**src/rtl/hvp_pkg.sv**
```systemverilog
package hvp_pkg;
  // Cause codes reported with a trap
  typedef enum logic [1:0] {
    CAUSE_NONE  = 2'b00,
    CAUSE_READ  = 2'b01,
    CAUSE_WRITE = 2'b10,
    CAUSE_FETCH = 2'b11
  } cause_e;

  // Control page of the configuration space
  localparam int unsigned PAGE_CTRL = 0;
  localparam int unsigned WORD_ENABLE = 0;
endpackage

```
**src/rtl/hvp_range_match.sv**
```systemverilog
module hvp_range_match #(
  parameter int ADDR_W = 32
) (
  input  logic [ADDR_W-1:0] lo,
  input  logic [ADDR_W-1:0] hi,
  input  logic [ADDR_W-1:0] addr,
  output logic              hit
);
  logic nonempty;
  logic above_lo;
  logic below_hi;

  always_comb begin
    nonempty = lo < hi;
    above_lo = addr >= lo;
    below_hi = addr < hi;
    hit      = nonempty && above_lo && below_hi;
  end
endmodule

```
**src/rtl/hvp_side.sv**
```systemverilog
module hvp_side #(
  parameter int ADDR_W = 32,
  parameter int N_WIN  = 4
) (
  input  logic [ADDR_W-1:0] addr,
  input  logic [ADDR_W-1:0] lo [N_WIN],
  input  logic [ADDR_W-1:0] hi [N_WIN],
  input  logic [N_WIN-1:0]  perm,
  output logic              ok
);
  logic [N_WIN-1:0] hit;

  for (genvar g = 0; g < N_WIN; g++) begin : g_win
    hvp_range_match #(.ADDR_W(ADDR_W)) u_match (
      .lo   (lo[g]),
      .hi   (hi[g]),
      .addr (addr),
      .hit  (hit[g])
    );
  end

  assign ok = |(hit & perm);
endmodule

```
**src/rtl/hvp_regfile.sv**
```systemverilog
module hvp_regfile
  import hvp_pkg::*;
#(
  parameter int ADDR_W = 32,
  parameter int N_DATA = 4,
  parameter int N_CODE = 2,
  parameter int CFG_AW = 6,
  localparam int N_TOT  = N_DATA + N_CODE,
  localparam int MODE_W = 2 * N_DATA + N_CODE
) (
  input  logic              clk,
  input  logic              rst,
  input  logic              cfg_we,
  input  logic [CFG_AW-1:0] cfg_addr,
  input  logic [31:0]       cfg_wdata,
  input  logic              set_sel,
  output logic [ADDR_W-1:0] act_lo [N_TOT],
  output logic [ADDR_W-1:0] act_hi [N_TOT],
  output logic [MODE_W-1:0] act_mode,
  output logic              glb_en
);
  localparam int N_SETS   = 2;
  localparam int WORD_W   = CFG_AW - 2;
  localparam int MODE_IDX = 2 * N_TOT;

  logic [ADDR_W-1:0] lo_q   [N_SETS][N_TOT];
  logic [ADDR_W-1:0] hi_q   [N_SETS][N_TOT];
  logic [MODE_W-1:0] mode_q [N_SETS];
  logic              en_q;

  int page_n;
  int word_n;

  always_comb begin
    page_n = int'(cfg_addr[CFG_AW-1:WORD_W]);
    word_n = int'(cfg_addr[WORD_W-1:0]);
  end

  always_ff @(posedge clk) begin
    if (rst) begin
      en_q <= 1'b0;
      for (int s = 0; s < N_SETS; s++) begin
        mode_q[s] <= '0;
        for (int k = 0; k < N_TOT; k++) begin
          lo_q[s][k] <= '0;
          hi_q[s][k] <= '0;
        end
      end
    end else if (cfg_we) begin
      if (page_n == int'(PAGE_CTRL) && word_n == int'(WORD_ENABLE))
        en_q <= cfg_wdata[0];
      for (int s = 0; s < N_SETS; s++) begin
        if (page_n == s + 1) begin
          for (int k = 0; k < N_TOT; k++) begin
            if (word_n == 2 * k)     lo_q[s][k] <= cfg_wdata[ADDR_W-1:0];
            if (word_n == 2 * k + 1) hi_q[s][k] <= cfg_wdata[ADDR_W-1:0];
          end
          if (word_n == MODE_IDX) mode_q[s] <= cfg_wdata[MODE_W-1:0];
        end
      end
    end
  end

  always_comb begin
    for (int k = 0; k < N_TOT; k++) begin
      act_lo[k] = lo_q[set_sel][k];
      act_hi[k] = hi_q[set_sel][k];
    end
    act_mode = mode_q[set_sel];
    glb_en   = en_q;
  end
endmodule

```
**src/rtl/hvp_trap_unit.sv**
```systemverilog
module hvp_trap_unit
  import hvp_pkg::*;
#(
  parameter int ADDR_W = 32
) (
  input  logic              clk,
  input  logic              rst,
  input  logic              glb_en,
  input  logic              if_valid,
  input  logic [ADDR_W-1:0] if_addr,
  input  logic              code_ok,
  input  logic              d_valid,
  input  logic              d_write,
  input  logic [ADDR_W-1:0] d_addr,
  input  logic              data_ok,
  output logic              trap_q,
  output logic [1:0]        cause_q,
  output logic              dbg_q,
  output logic [ADDR_W-1:0] fault_q
);
  logic code_bad;
  logic data_bad;

  always_comb begin
    code_bad = glb_en && if_valid && !code_ok;
    data_bad = glb_en && d_valid && !data_ok;
  end

  always_ff @(posedge clk) begin
    if (rst) begin
      trap_q  <= 1'b0;
      dbg_q   <= 1'b0;
      cause_q <= CAUSE_NONE;
      fault_q <= '0;
    end else begin
      trap_q <= code_bad || data_bad;
      dbg_q  <= code_bad || data_bad;
      if (code_bad) begin
        cause_q <= CAUSE_FETCH;
        fault_q <= if_addr;
      end else if (data_bad) begin
        cause_q <= d_write ? CAUSE_WRITE : CAUSE_READ;
        fault_q <= d_addr;
      end else begin
        cause_q <= CAUSE_NONE;
      end
    end
  end

  AST_TRACE_TRACKS_TRAP: assert property (@(posedge clk) disable iff (rst) trap_q == dbg_q);
  AST_CAUSE_WITH_TRAP: assert property (@(posedge clk) disable iff (rst) trap_q == (cause_q != CAUSE_NONE));
  AST_FETCH_WINS: assert property (@(posedge clk) disable iff (rst) $past(glb_en && if_valid && !code_ok) |-> cause_q == CAUSE_FETCH);
  AST_QUIET_WHEN_OFF: assert property (@(posedge clk) disable iff (rst) !$past(glb_en) |-> !trap_q);
  AST_FAULT_HELD: assert property (@(posedge clk) disable iff (rst) !trap_q |-> $stable(fault_q));
endmodule

```
**src/rtl/hvp_guard.sv**
```systemverilog
module hvp_guard
  import hvp_pkg::*;
#(
  parameter int ADDR_W = 32,
  parameter int N_DATA = 4,
  parameter int N_CODE = 2,
  parameter int CFG_AW = 6
) (
  input  logic              clk,
  input  logic              rst,
  input  logic              set_sel,
  input  logic              cfg_we,
  input  logic [CFG_AW-1:0] cfg_addr,
  input  logic [31:0]       cfg_wdata,
  input  logic              ifetch_valid,
  input  logic [ADDR_W-1:0] ifetch_addr,
  input  logic              dacc_valid,
  input  logic              dacc_write,
  input  logic [ADDR_W-1:0] dacc_addr,
  output logic              trap_req,
  output logic [1:0]        trap_cause,
  output logic              dbg_pulse,
  output logic [ADDR_W-1:0] fault_addr
);
  localparam int N_TOT  = N_DATA + N_CODE;
  localparam int MODE_W = 2 * N_DATA + N_CODE;

  logic [ADDR_W-1:0] act_lo [N_TOT];
  logic [ADDR_W-1:0] act_hi [N_TOT];
  logic [MODE_W-1:0] act_mode;
  logic              glb_en;

  logic [ADDR_W-1:0] d_lo [N_DATA];
  logic [ADDR_W-1:0] d_hi [N_DATA];
  logic [ADDR_W-1:0] c_lo [N_CODE];
  logic [ADDR_W-1:0] c_hi [N_CODE];
  logic [N_DATA-1:0] d_perm;
  logic [N_CODE-1:0] c_perm;
  logic              data_ok;
  logic              code_ok;

  hvp_regfile #(
    .ADDR_W(ADDR_W), .N_DATA(N_DATA), .N_CODE(N_CODE), .CFG_AW(CFG_AW)
  ) u_regs (
    .clk      (clk),
    .rst      (rst),
    .cfg_we   (cfg_we),
    .cfg_addr (cfg_addr),
    .cfg_wdata(cfg_wdata),
    .set_sel  (set_sel),
    .act_lo   (act_lo),
    .act_hi   (act_hi),
    .act_mode (act_mode),
    .glb_en   (glb_en)
  );

  for (genvar i = 0; i < N_DATA; i++) begin : g_data
    assign d_lo[i]   = act_lo[i];
    assign d_hi[i]   = act_hi[i];
    assign d_perm[i] = dacc_write ? act_mode[2*i+1] : act_mode[2*i];
  end

  for (genvar j = 0; j < N_CODE; j++) begin : g_code
    assign c_lo[j]   = act_lo[N_DATA+j];
    assign c_hi[j]   = act_hi[N_DATA+j];
    assign c_perm[j] = act_mode[2*N_DATA+j];
  end

  hvp_side #(.ADDR_W(ADDR_W), .N_WIN(N_DATA)) u_data_side (
    .addr (dacc_addr),
    .lo   (d_lo),
    .hi   (d_hi),
    .perm (d_perm),
    .ok   (data_ok)
  );

  hvp_side #(.ADDR_W(ADDR_W), .N_WIN(N_CODE)) u_code_side (
    .addr (ifetch_addr),
    .lo   (c_lo),
    .hi   (c_hi),
    .perm (c_perm),
    .ok   (code_ok)
  );

  hvp_trap_unit #(.ADDR_W(ADDR_W)) u_trap (
    .clk     (clk),
    .rst     (rst),
    .glb_en  (glb_en),
    .if_valid(ifetch_valid),
    .if_addr (ifetch_addr),
    .code_ok (code_ok),
    .d_valid (dacc_valid),
    .d_write (dacc_write),
    .d_addr  (dacc_addr),
    .data_ok (data_ok),
    .trap_q  (trap_req),
    .cause_q (trap_cause),
    .dbg_q   (dbg_pulse),
    .fault_q (fault_addr)
  );

  AST_NO_TRAP_WITHOUT_STROBE: assert property (@(posedge clk) disable iff (rst) !$past(ifetch_valid || dacc_valid) |-> !trap_req);
endmodule

```
**config.mk**
```make
export PLATFORM = sky130hd
export DESIGN_NAME = hvp_guard
export DESIGN_NICKNAME = d
export VERILOG_FILES = /design/src/rtl/hvp_pkg.sv /design/src/rtl/hvp_range_match.sv /design/src/rtl/hvp_side.sv /design/src/rtl/hvp_regfile.sv /design/src/rtl/hvp_trap_unit.sv /design/src/rtl/hvp_guard.sv
export SDC_FILE = /design/constraint.sdc
export NUM_CORES = 2
export LEC_CHECK = 0
export BUFFER_PORTS_ARGS = -buffer_cell sky130_fd_sc_hd__buf_2
export CORE_MARGIN = 3
export CORE_UTILIZATION = 65
export CTS_BUF_LIST = sky130_fd_sc_hd__clkbuf_4
export DETAILED_ROUTE_END_ITERATION = 16
export PLACE_DENSITY = 0.89
export SLEW_MARGIN = 40
export SYNTH_ARGS = -nofsm -noshare
export SYNTH_HDL_FRONTEND = slang
export SYNTH_SLANG_ARGS = --single-unit
```
**constraint.sdc**
```tcl
create_clock -name clk -period 5.2 [get_ports clk]
set_clock_uncertainty 0.15 [all_clocks]
set_input_delay 0.52 -clock clk [delete_from_list [all_inputs] [get_ports clk]]
set_output_delay 0.52 -clock clk [all_outputs]
set_load 0.02 [all_outputs]
```
==> summary by stage <==
Global routing
The first-pass GRT wire length is 213000 µm. Global routing used 39.5% of the available tracks across all layers. The number of antenna violations at the first check in global routing is 15.

The remaining global-route overflow is 0. Entering global routing, the biggest net connects 43 pins. The number of global-route vias before repair was 34200.

Finish
The number of filler instances in the final layout is 4199. The final standard cell utilization of the core is 75.0%. The proportion of layout cells with a drive suffix above 1 is 15.6%. The library cells used most frequently in the layout, excluding fill and tap cells, are 788 x edfxtp_1, 564 x ha_1, 426 x and2_1. From synthesis to final layout, the design area changed by 13.2%.

The final-stage net count is 4640. The most frequent standard cell in the layout excluding fill and tap cells is edfxtp_1. The number of standard cells in the layout, taps in and fillers out is 5078.

Power and ir drop
The register share of total power is 48.5%. For this design the ratio of total power to cell area is 306 nW/µm². The switching share of total power is 28.1%.

The relative contribution of the clock network to total power is 35.6%. Combinational logic burns 15.8% of the power. VDD sags by at most 157 µV.

The switching power of the nets is 4.46 mW. The internal power component is 11.4 mW. The static leakage is 22.5 nW.

STA
The number of slew-limit violations in the final report was 0. For the final routed database, the setup TNS stands at 0 ps. Setup repair after global routing left no endpoint under its margin. The final hold violation count is 0. The clock period minus worst slack is 4750 ps. The maximum clock rate is 0.211 GHz. The final setup violation count is 0. The worst max-slew margin expressed relative to the limit is 37.8%. For the pin with the worst max-slew slack, the measured transition is 907 ps. Of the available clock period, the critical path in the final layout requires 91.3%.

Die
The die is 272 µm tall. The boundary pin count is 145. The number of standard-cell rows in the floorplan is 96. The width of the die is 272 µm.

The floorplan step defined a die boundary enclosing 73800 µm². In this run the standard cell core region covers 69300 µm². The effective utilization at floorplan is 66.2%.

Detailed routing
The remaining antenna violation count is 0. The first-iteration detailed-routing DRC count is 4374. The number of remaining DRC errors is 0. The number of vias in the routed layout is 34000. The number of optimization iterations in the first detailed-route pass is 8. The per-cell via count in the routed design is 6.70.

After detailed routing, the average wire length per cell comes to 28.9 µm. The wire length reported by the detailed router is 147000 µm.

Synthesis
The number of synthesized flops with an enable pin is 788. The netlist area before placement is 45900 µm². Ranked by total cell area, the synthesized netlist is headed by edfxtp_1 52%, ha_1 15%, mux2i_1 9.0%.

The post-synthesis sequential element count is 824. The sequential fraction of the synthesis area is 53.1%. The distinct cell type count after synthesis is 73.

The number of nets in the synthesized netlist is 4251. Among all flip-flop cells after synthesis, the most frequent one is edfxtp_1. After synthesis, the mean cell area works out to 12.8 µm². For this run, asynchronously set or reset flops after synthesis account for 0%. The library cell occupying the most area in the post-synthesis netlist is edfxtp_1. The number of standard cells after synthesis is 3578.

The Yosys warning count is 0. The top-area cell type share of the netlist area is 51.6%.

Setup path
The critical path's largest stage delay is 580 ps. The critical path in this run is classified as reg2reg. In this design, the critical path's most frequently occurring cell is buf_4. Traced cell by cell, the critical path runs through mux2i_1, ha_1, and4_1, nand2_1, nor3_1, buf_4, o2111ai_1, a21oi_1, a211o_1, nand3b_1, buf_4, o22ai_2, dlygate4sd3_1.

The required time reported for the critical path endpoint is 6080 ps. The type of element capturing the critical path is a flip-flop. The highest net fanout along the worst path is 11.

The worst setup path is launched from a flip-flop. The arrival time at the worst endpoint is 5620 ps. For this design, the slowest cell found on the critical path is dlygate4sd3_1.

Clocking
In this run the deepest clock path goes through 3 buffers. The later pin in the worst-skew pair is clocked with a latency of 1120 ps. After clock tree synthesis, the setup repair step added 0 buffers.

Gates resized during post-CTS repair numbered 0. The number of clock sinks is 824. The clock tree from TritonCTS is done. The number of buffers added to fix hold violations after cts is 103.

The clock transition at the registers of the reported paths is 70 ps. Buffers inserted during clock tree synthesis total 203. The master cell of the clock root buffer is clkbuf_4.

The number of levels the H-tree was split into is 4.

Placement
The congestion estimate from routability-driven global placement came to 1.08. The final HPWL from detailed placement is 101000 µm. In this run, placement finished with an instance count of 4589. Port buffering added 144 buffers.

Flow run
Max-cap violations in this run came to 0.

Run status
The run finished with clean final reports.

Min path
The path class of the lowest-slack min-delay path is in2reg.
-- Yosys cell counts (all sizes together) (6+ instances only) --
cell type / number
nor2b: 20
a221oi: 9
nor4: 11
mux2: 9
and4: 17
o21a: 16
a221o: 6
a211oi: 28
nand4: 84
o21ai: 79
nand2: 89
a31oi: 8
mux2i: 411
dfxtp: 36
o22ai: 38
nand2b: 10
and3: 37
nor3: 25
and2: 427
nand3: 27
buf: 48
o21bai: 10
clkbuf: 96
ha: 564
a21oi: 169
edfxtp: 788
o211ai: 20
a21o: 104
nor2: 75
inv: 226
o31ai: 7
a2111oi: 8
-- logic make-up after synthesis --
logic type / after synthesis / share of synthesized area (%)
AND/OR/NAND/NOR: 855 / 10.9
buffers and inverters: 370 / 3.19
AO/OA/AOI/OAI: 541 / 8.00
flip-flops: 824 / 53.1
multiplexers: 424 / 9.38
adder cells (fa/ha/maj): 564 / 15.4
-- worst max-delay path: cells and delay by family (launching register included) --
family	cells	cell delay (ps)
buffers and inverters	3	1060
adders and majority gates	1	220
DFF	1	360
muxes	1	560
AOI/OAI and AO/OA	4	1130
and+or+nand+nor	4	1150
-- registers in the layout, indices dropped and copies added (netlist names) --
| signal | count |
|---|---|
| u_trap.cause_q | 2 |
| u_trap.trap_q | 1 |
| u_regs.mode_q | 20 |
| u_regs.glb_en | 1 |
| u_regs.lo_q | 384 |
| u_trap.fault_q | 32 |
| u_regs.hi_q | 384 |
-- final timing paths --
kind / start / end / slack (ps) / cells past startpoint
hold reg to reg: u_trap.fault_q[0] / u_trap.fault_q[0] / 640 / 2
setup reg to reg: u_regs.hi_q[1][60] / u_trap.fault_q[1] / 450 / 13
hold / removal: cfg_addr[2] / u_regs.mode_q[0][5] / 100 / 3
setup / recovery: u_regs.hi_q[1][60] / u_trap.fault_q[1] / 450 / 13
-- per-stage QoR --
stage / setup slack, ps / power (mW) / area (µm²) / hold slack [ps]
3_3_place_gp: 10.8 / 10.1 / 48000 / 347
5_1_grt: 311 / 16.4 / 51900 / 71.3
4_1_cts: 619 / 15.8 / 51900 / 5.01
6_report: 453 / 15.9 / 52000 / 101
2_1_floorplan: 464 / 9.26 / 45900 / 355
3_5_place_dp: 268 / 10.2 / 48100 / 357
-- layer usage --
layer	GRT usage, %	wire length (µm)
met1	48.4	50200
met2	60.2	64600
met3	13.0	21300
met4	25.4	10600
met5	0	28
-- cell type report --
type / count / area, µm² / area share [%]
sequential: 824 / 24400 / 46.9
inverter: 226 / 848 / 1.63
multi-input combinational: 2384 / 20300 / 39.0
antenna: 9 / 22.5 / 0.0433
clock buffer: 310 / 2330 / 4.48
timing repair buffer: 328 / 2560 / 4.92
clock inverter: 66 / 392 / 0.754
tap: 931 / 1160 / 2.24
-- power by group through the flow --
stage | logic (mW) | registers, mW | clock network, mW
after floorplan | 1.44 | 7.81 | 0
after global placement | 2.22 | 7.83 | 0
after detailed placement | 2.34 | 7.85 | 0
after CTS | 2.41 | 7.71 | 5.65
after global routing | 2.69 | 7.74 | 6.02
final | 2.51 | 7.72 | 5.66
No activity file was read; power rests on OpenSTA's default activity.
